$ cat config.mk
export PLATFORM = sky130hd
export DESIGN_NAME = pwr_domain_seq
export DESIGN_NICKNAME = d
export VERILOG_FILES = /design/src/rtl/pwr_seq_pkg.sv /design/src/rtl/pwr_seq_order.sv /design/src/rtl/pwr_seq_timer.sv /design/src/rtl/pwr_domain_seq.sv
export SDC_FILE = /design/constraint.sdc
export NUM_CORES = 1
export LEC_CHECK = 0
export ABC_AREA = 0
export BUFFER_PORTS_ARGS = -buffer_cell sky130_fd_sc_hd__buf_2
export CAP_MARGIN = 0
export CORE_MARGIN = 2
export CORE_UTILIZATION = 25
export DETAILED_ROUTE_END_ITERATION = 10
export GPL_ROUTABILITY_DRIVEN = 0
export MAX_ROUTING_LAYER = met4
export SLEW_MARGIN = 10
export SYNTH_ARGS = -nofsm -noshare
export SYNTH_HDL_FRONTEND = slang
export SYNTH_SLANG_ARGS = --single-unit
$ cat constraint.sdc
create_clock -name clk -period 3.7 [get_ports clk]
set_clock_uncertainty 0.2 [all_clocks]
set_input_delay 0 -clock clk [delete_from_list [all_inputs] [get_ports clk]]
set_output_delay 0 -clock clk [all_outputs]
set_load 0.005 [all_outputs]
$ cat src/rtl/pwr_seq_pkg.sv
package pwr_seq_pkg;

    localparam int DOM_W = 5;
    localparam logic [DOM_W-1:0] DOM_PIPE_BASE = 5'd0;
    localparam logic [DOM_W-1:0] DOM_CMP_BASE  = 5'd16;
    localparam logic [DOM_W-1:0] DOM_SHR       = 5'd24;
    localparam logic [DOM_W-1:0] DOM_HSO       = 5'd25;

    typedef enum logic [2:0] {
        ST_IDLE,
        ST_CLK_ON,
        ST_STEP,
        ST_WAIT,
        ST_CLK_OFF,
        ST_FIN
    } seq_st_e;

    typedef enum logic [1:0] {
        DK_PIPE,
        DK_CMP,
        DK_SHR,
        DK_HSO
    } dom_kind_e;

endpackage

$ cat src/rtl/pwr_seq_order.sv
// Maps a step position and direction onto a domain and its request state.
module pwr_seq_order
    import pwr_seq_pkg::*;
#(
    parameter int NPIPE  = 4,
    parameter int NDSC   = 4,
    parameter int STEP_W = 4,
    parameter int IDX_W  = 2
) (
    input  logic [STEP_W-1:0] step_i,
    input  logic              up_i,
    input  logic [NPIPE-1:0]  pipe_sel_i,
    input  logic [NDSC-1:0]   cmp_sel_i,
    input  logic              hso_sel_i,
    output dom_kind_e         kind_o,
    output logic [IDX_W-1:0]  unit_o,
    output logic [DOM_W-1:0]  dom_o,
    output logic              active_o
);
    localparam int NSTEP = NPIPE + NDSC + 2;
    localparam logic [STEP_W-1:0] LAST     = STEP_W'(NSTEP - 1);
    localparam logic [STEP_W-1:0] PIPE_END = STEP_W'(NPIPE);
    localparam logic [STEP_W-1:0] CMP_END  = STEP_W'(NPIPE + NDSC);

    logic [STEP_W-1:0] pos;

    always_comb begin
        // power-down walks forward, power-up walks the same list backwards
        pos    = up_i ? (LAST - step_i) : step_i;
        kind_o = DK_SHR;
        unit_o = '0;
        if (pos == '0) begin
            kind_o = DK_HSO;
        end else if (pos <= PIPE_END) begin
            kind_o = DK_PIPE;
            unit_o = IDX_W'(pos - 1'b1);
        end else if (pos <= CMP_END) begin
            kind_o = DK_CMP;
            unit_o = IDX_W'(pos - PIPE_END - 1'b1);
        end
    end

    always_comb begin
        case (kind_o)
            DK_PIPE: begin
                dom_o    = DOM_PIPE_BASE + DOM_W'(unit_o);
                active_o = pipe_sel_i[unit_o];
            end
            DK_CMP: begin
                dom_o    = DOM_CMP_BASE + DOM_W'(unit_o);
                active_o = cmp_sel_i[unit_o];
            end
            DK_HSO: begin
                dom_o    = DOM_HSO;
                active_o = hso_sel_i;
            end
            default: begin
                dom_o    = DOM_SHR;
                active_o = 1'b1;
            end
        endcase
    end

endmodule

$ cat src/rtl/pwr_seq_timer.sv
// Acknowledge wait counter; expires once the count reaches the limit.
module pwr_seq_timer #(
    parameter int CNT_W = 8
) (
    input  logic             clk,
    input  logic             rst_n,
    input  logic             clear_i,
    input  logic             run_i,
    input  logic [CNT_W-1:0] limit_i,
    output logic             expire_o
);
    logic [CNT_W-1:0] cnt_d, cnt_q;

    always_comb begin
        cnt_d = cnt_q;
        if (clear_i) begin
            cnt_d = '0;
        end else if (run_i) begin
            cnt_d = cnt_q + 1'b1;
        end
    end

    always_ff @(posedge clk or negedge rst_n) begin
        if (!rst_n) begin
            cnt_q <= '0;
        end else begin
            cnt_q <= cnt_d;
        end
    end

    assign expire_o = run_i && (cnt_q == limit_i);

endmodule

$ cat src/rtl/pwr_domain_seq.sv
module pwr_domain_seq
    import pwr_seq_pkg::*;
#(
    parameter int NPIPE = 4,
    parameter int NDSC  = 4,
    parameter int TMO_W = 8
) (
    input  logic             clk,
    input  logic             rst_n,
    input  logic             start_i,
    input  logic             dir_up_i,
    input  logic [NPIPE-1:0] fetch_req_i,
    input  logic [NPIPE-1:0] pix_req_i,
    input  logic [NDSC-1:0]  cmp_req_i,
    input  logic             hso_req_i,
    input  logic             bypass_i,
    input  logic [TMO_W-1:0] tmo_limit_i,
    input  logic             pwr_ack_i,
    output logic             pwr_req_o,
    output logic [4:0]       step_dom_o,
    output logic [NPIPE-1:0] pipe_pwr_en_o,
    output logic [NDSC-1:0]  cmp_pwr_en_o,
    output logic             shr_pwr_en_o,
    output logic             hso_pwr_en_o,
    output logic [NPIPE-1:0] pipe_clk_en_o,
    output logic [NDSC-1:0]  cmp_clk_en_o,
    output logic             busy_o,
    output logic             done_o,
    output logic             tmo_o
);
    localparam int NSTEP  = NPIPE + NDSC + 2;
    localparam int STEP_W = $clog2(NSTEP);
    localparam int MAXU   = (NPIPE > NDSC) ? NPIPE : NDSC;
    localparam int IDX_W  = (MAXU > 1) ? $clog2(MAXU) : 1;
    localparam logic [STEP_W-1:0] LAST = STEP_W'(NSTEP - 1);

    typedef struct packed {
        seq_st_e           st;
        logic [STEP_W-1:0] step;
        logic              up;
        logic              byp;
        logic [NPIPE-1:0]  psel;
        logic [NDSC-1:0]   csel;
        logic              hsel;
        logic [NPIPE-1:0]  ppwr;
        logic [NDSC-1:0]   cpwr;
        logic              spwr;
        logic              hpwr;
        logic [NPIPE-1:0]  pclk;
        logic [NDSC-1:0]   cclk;
        logic              req;
        logic              tmo;
    } seq_t;

    seq_t r_d, r_q;

    dom_kind_e        o_kind;
    logic [IDX_W-1:0] o_unit;
    logic [DOM_W-1:0] o_dom;
    logic             o_active;
    logic             t_clr, t_run, t_exp;

    pwr_seq_order #(
        .NPIPE (NPIPE),
        .NDSC  (NDSC),
        .STEP_W(STEP_W),
        .IDX_W (IDX_W)
    ) i_order (
        .step_i    (r_q.step),
        .up_i      (r_q.up),
        .pipe_sel_i(r_q.psel),
        .cmp_sel_i (r_q.csel),
        .hso_sel_i (r_q.hsel),
        .kind_o    (o_kind),
        .unit_o    (o_unit),
        .dom_o     (o_dom),
        .active_o  (o_active)
    );

    pwr_seq_timer #(
        .CNT_W(TMO_W)
    ) i_timer (
        .clk     (clk),
        .rst_n   (rst_n),
        .clear_i (t_clr),
        .run_i   (t_run),
        .limit_i (tmo_limit_i),
        .expire_o(t_exp)
    );

    always_comb begin
        logic adv;
        r_d   = r_q;
        t_clr = 1'b0;
        t_run = 1'b0;
        adv   = 1'b0;
        case (r_q.st)
            ST_IDLE: begin
                if (start_i) begin
                    r_d.up   = dir_up_i;
                    r_d.byp  = bypass_i;
                    r_d.psel = fetch_req_i & pix_req_i;
                    r_d.csel = cmp_req_i;
                    r_d.hsel = hso_req_i;
                    r_d.step = '0;
                    if (dir_up_i)      r_d.st = ST_CLK_ON;
                    else if (bypass_i) r_d.st = ST_CLK_OFF;
                    else               r_d.st = ST_STEP;
                end
            end
            ST_CLK_ON: begin
                r_d.pclk = r_q.pclk | r_q.psel;
                r_d.cclk = r_q.cclk | r_q.csel;
                r_d.st   = r_q.byp ? ST_FIN : ST_STEP;
            end
            ST_STEP: begin
                if (o_active) begin
                    case (o_kind)
                        DK_PIPE: r_d.ppwr[o_unit] = r_q.up;
                        DK_CMP:  r_d.cpwr[o_unit] = r_q.up;
                        DK_HSO:  r_d.hpwr         = r_q.up;
                        default: r_d.spwr         = r_q.up;
                    endcase
                    r_d.req = 1'b1;
                    r_d.st  = ST_WAIT;
                    t_clr   = 1'b1;
                end else begin
                    adv = 1'b1;
                end
            end
            ST_WAIT: begin
                t_run = 1'b1;
                if (pwr_ack_i || t_exp) begin
                    r_d.req = 1'b0;
                    if (!pwr_ack_i) r_d.tmo = 1'b1;
                    adv = 1'b1;
                end
            end
            ST_CLK_OFF: begin
                r_d.pclk = r_q.pclk & ~r_q.psel;
                r_d.cclk = r_q.cclk & ~r_q.csel;
                r_d.st   = ST_FIN;
            end
            default: r_d.st = ST_IDLE;
        endcase
        if (adv) begin
            if (r_q.step == LAST) begin
                r_d.st = r_q.up ? ST_FIN : ST_CLK_OFF;
            end else begin
                r_d.step = r_q.step + 1'b1;
                r_d.st   = ST_STEP;
            end
        end
    end

    always_ff @(posedge clk or negedge rst_n) begin
        if (!rst_n) begin
            r_q      <= '0;
            r_q.st   <= ST_IDLE;
            r_q.ppwr <= '1;
            r_q.cpwr <= '1;
            r_q.spwr <= 1'b1;
            r_q.hpwr <= 1'b1;
            r_q.pclk <= '1;
            r_q.cclk <= '1;
        end else begin
            r_q <= r_d;
        end
    end

    assign pwr_req_o     = r_q.req;
    assign step_dom_o    = o_dom;
    assign pipe_pwr_en_o = r_q.ppwr;
    assign cmp_pwr_en_o  = r_q.cpwr;
    assign shr_pwr_en_o  = r_q.spwr;
    assign hso_pwr_en_o  = r_q.hpwr;
    assign pipe_clk_en_o = r_q.pclk;
    assign cmp_clk_en_o  = r_q.cclk;
    assign busy_o        = (r_q.st != ST_IDLE);
    assign done_o        = (r_q.st == ST_FIN);
    assign tmo_o         = r_q.tmo;

endmodule

# After elaboration in Yosys (flattened, before gate mapping)
# Index checks and enable logic that the tools add are counted.
# W data, S select, Z words.
totals:
  in_bits: 27
  reg_bits: 46
op_classes:
  n_addsub: 7
  n_mux: 41
  reduce_logical: 19
  n_eq_ne: 14
  n_lt_le_gt_ge: 4
  n_bitwise: 9
op_table:
  columns: ["cell", "count"]
  rows:
  - ["$reduce_and A3 Y1", 7]
  - ["$mux W18", 1]
  - ["$mux W8", 2]
  - ["$pmux W8 S2", 1]
  - ["$mux W15", 1]
  - ["$mux W3", 5]
  - ["$pmux W3 S5", 1]
  - ["$pmux W5 S3", 1]
  - ["$mux W2", 7]
  - ["$and A4 B4 Y4", 3]
  - ["$mux W1", 11]
  - ["$add A8 B1 Y8 const B", 1]
  - ["$bwmux W4", 2]
  - ["$eq A8 B8 Y1", 1]
  - ["$mux W4", 2]
  - ["$not A4 Y4", 2]
  - ["$or A4 B4 Y4", 2]
  - ["$mux W7", 1]
  - ["$eq A3 B2 Y1 const B", 2]
  - ["$eq A3 B3 Y1 const B", 2]
  - ["$reduce_bool A2 Y1", 3]
  - ["$sub A2 B1 Y2 const B", 3]
  - ["$add A5 B2 Y5 const A", 1]
  - ["$add A4 B1 Y4 const B", 1]
  - ["other kinds (26)", 31]

# Logic depth before layout (Yosys ltp)
depth:
  depth_word: 14
  depth_mapped: 10
  mapped_depth_nobuf: 9

# Modules after synthesis
# A second synthesis with hierarchy kept.
unflattened:
  hier_cells: 304
  hier_area_um2: 2891.5
by_module_without_submodules:
  columns: ["module", "area_each_um2", "instances", "cells_each", "seq_area_each_um2"]
  rows:
  - ["pwr_domain_seq", 1988.2, 1, 198, 973.4]
  - ["pwr_seq_timer", 476.7, 1, 49, 200.2]
  - ["pwr_seq_order", 426.7, 1, 57, 0.0]

# Least setup slack after synthesis
# No wires, ideal clock.
synth_timing:
  path_kind: "reg-to-reg"
  from: "register r_q[31] in the netlist's numbering"
  to: "register r_q[32] in the netlist's numbering"
  setup_time_ps: 128
  t_required_ps: 3372
  setup_slack_ps: 595
  path_buffers: 1
  t_arrival_ps: 2777
  period_less_slack_ps: 3105
  stages_incl_launch_ff: 11
  cell_sequence: "dfrtp_1 > xnor2_1 > ha_1 > buf_2 > nor2b_1 > o211ai_1 > xor2_1 > o21ba_1 > a211o_1 > a21oi_2 > mux2_1"
synth_rtl:
  columns: ["element", "line", "text"]
  rows:
  - ["from (decl)", "pwr_domain_seq.sv:55", "seq_t r_d, r_q;"]
  - ["from (signal assigned)", "pwr_domain_seq.sv:167", "r_q <= r_d;"]

==> run metrics <==
post-synthesis register bit count=between 40 and 50; postcts setup bufs=0; Worst slew margin=31.7%; Hold Path Class=in2async; first-pass GRT wire length=between 10000 and 15000 microns; gr usage total=12.7%; layout net count=394; largest family of logic cells by synthesized area=compound AO/OA/AOI/OAI gates; ys async rst share=100%; Post-Synth Simple-Gate Area=17.6%; total iterations of the first detailed-routing run=4; Worst Setup EP=r_q[32]; dominant synthesized flop cell=dfrtp_1; Distinct cells, synth=54; Final Non-Filler Cells=503; WL/cell=14.0 microns; max cap viols=0; Num CTS Buffers=5; clock slew at reported path FFs=~70 ps; htree depth=2; vias=~2400; ANT nets after route=0; P&R area growth vs syn=23.4%; Syn Inst Count=312; outcome=finished clean; vias in the first global route=2382; Worst EP required=3670 ps; CTS Root Cell=clkbuf_16; antenna violations before repair=0; final design utilization=a little under a third; Synth Area in Adders=2.57%; clk_lat worst skew=290 ps; RR Startpoint=r_q[30]; compound-gate portion of the synthesized area=between 10% and 20%; WL final=7030 microns; gr ovfl total=0; crit end category=flop; Syn Area/Cell=9.06 sq um; Post-DP Area=0.00310 sq mm; Pleak=roughly 1.5 nW; fmax=291 MHz; fin. max-slew vios=0; CP startpoint=r_q[30]; placed insts=476; CTS Sinks=between 40 and 50; post-synthesis mux area share=6.19%; DIE AREA=0.0122 sq mm; largest net degree at the start of global routing=47; FF-to-FF path depth=9; Warnings, synthesis=0; port bufs=52; synthesized area=0.00283 sq mm; Power Density=902 mW/mm^2; diode count=0; Worst R2R End=r_q[32]; area of the core=0.0109 sq mm; number of I/O pins=54; Die X=110 microns; Final Hold Fails=0; area leader, netlist=dfrtp_1; internal reg-to-reg setup slack=260 ps; Row Count=38; hpwl dp=5050 microns; Worst VDD drop=0.361 mV; Setup TNS=0 ps; most common cell in the synthesized netlist=nand2_1; EDFF count, synth=0; hold buffers post-CTS=19; period utilisation layout=92.9%; CP startpoint kind=flop; worst-path maximum fanout=10; Worst EP arrival=3410 ps; CTS tree=done; top area cells in the synthesized netlist=dfrtp_1 (25%), dfstp_2 (17%), nand2_1 (5.0%); Worst Max-Slew Pin Slew=between 1000 and 1500 ps; post-DR vias/cell=4.79; initial core utilization=25.9%; post-layout min period=3440 ps; Setup-failing EPs final=0; XOR/XNOR Fraction of Synth Area=6.81%; residual DRC count=0; DR iter-0 viols=184; RSZ-0062 raised after global routing=false; Clock Tree Buf Depth=2; register area share after synthesis=between 40% and 50%; ratio of cells with drive above 1 in the final layout=roughly a quarter; design area=0.00349 sq mm; Synth top area share=24.8%; Final Total Pwr=between 0.003 and 0.004 W; Setup Crit Path Kind=reg2reg; Post-CTS Resized=0; Mapped Nets=344; Die Y=110 microns; Post-synth top cells=nand2_1 (38), dfrtp_1 (28), nor2_1 (26), a21oi_1 (24), o21ai_0 (19)
[cell type report]
type	instances	area, sq um
sequential	46	1170
fill	1167	7450
clock inverter	3	68.8
timing repair buffer	74	473
clock buffer	5	125
inverter	8	30.0
tap	140	175
multi-input combinational	227	1440
[critical path, stage by stage, from the launching register on]
cell      delay [ps]
dfrtp_1          390
xnor2_1          410
ha_1             430
nor2b_1          350
o211ai_1         170
xor2_1           190
o21ba_1          250
a211o_1          380
a21oi_2          220
mux2_1           330
[cells by family after synthesis]
family	after synthesis
simple gates	104
mux	15
xor+xnor	22
fa+ha+maj	6
other cells	1
compound gates	79
buf+inv	39
flops	46
[layout by cell type, fill, tap and decap left out, types with 4 or more instances in the layout]
cell type,netlist,routed
buf_2,1,52
nand2_1,38,38
dfrtp_1,28,28
nor2_1,26,26
a21oi_1,24,24
o21ai_0,19,19
dlygate4sd3_1,0,19
dfstp_2,18,18
xnor2_1,14,14
inv_1,8,8
xor2_1,8,8
mux2_2,7,7
nor2b_1,6,6
o211ai_1,6,6
nand2b_1,5,5
nand3_1,5,5
ha_1,5,5
clkbuf_16,0,5
nor3_1,4,4
nand4_1,4,4
mux2i_1,4,4
[worst min-delay path by stage]
stage,start,end,depth (start not counted)
global placement,rst_n,i_timer.cnt_q[7],1
global route,cmp_req_i[2],r_q[23],3
detailed placement,rst_n,i_timer.cnt_q[7],1
finish,rst_n,i_timer.cnt_q[7],2
CTS,cmp_req_i[3],r_q[24],3
floorplan,rst_n,i_timer.cnt_q[0],0
[power breakdown]
part	switching, W	leakage [nW]	internal [W]
registers	0.000201	0.545	0.000684
clock network	0.000192	0.0940	0.000388
logic	0.000987	0.845	0.000693
[metal layers]
| layer | GRT usage, % | vias to the layer above | wire length [microns] |
|---|---|---|---|
| met5 | - | - | 0 |
| met4 | 3.39 | 0 | 48 |
| met3 | 2.53 | 5 | 419 |
| met2 | 20.0 | 67 | 3200 |
| met1 | 16.7 | 1162 | 3370 |
| li1 | - | 1174 | - |
[stage by stage]
stage,hold WS [ps],worst slack [ps]
after CTS,276,260
final,240,262
after floorplan,-496,595
after global placement,30.6,463
after global routing,292,56.1
after detailed placement,37.7,308
Note: power is estimated with default switching activity, not from simulation.
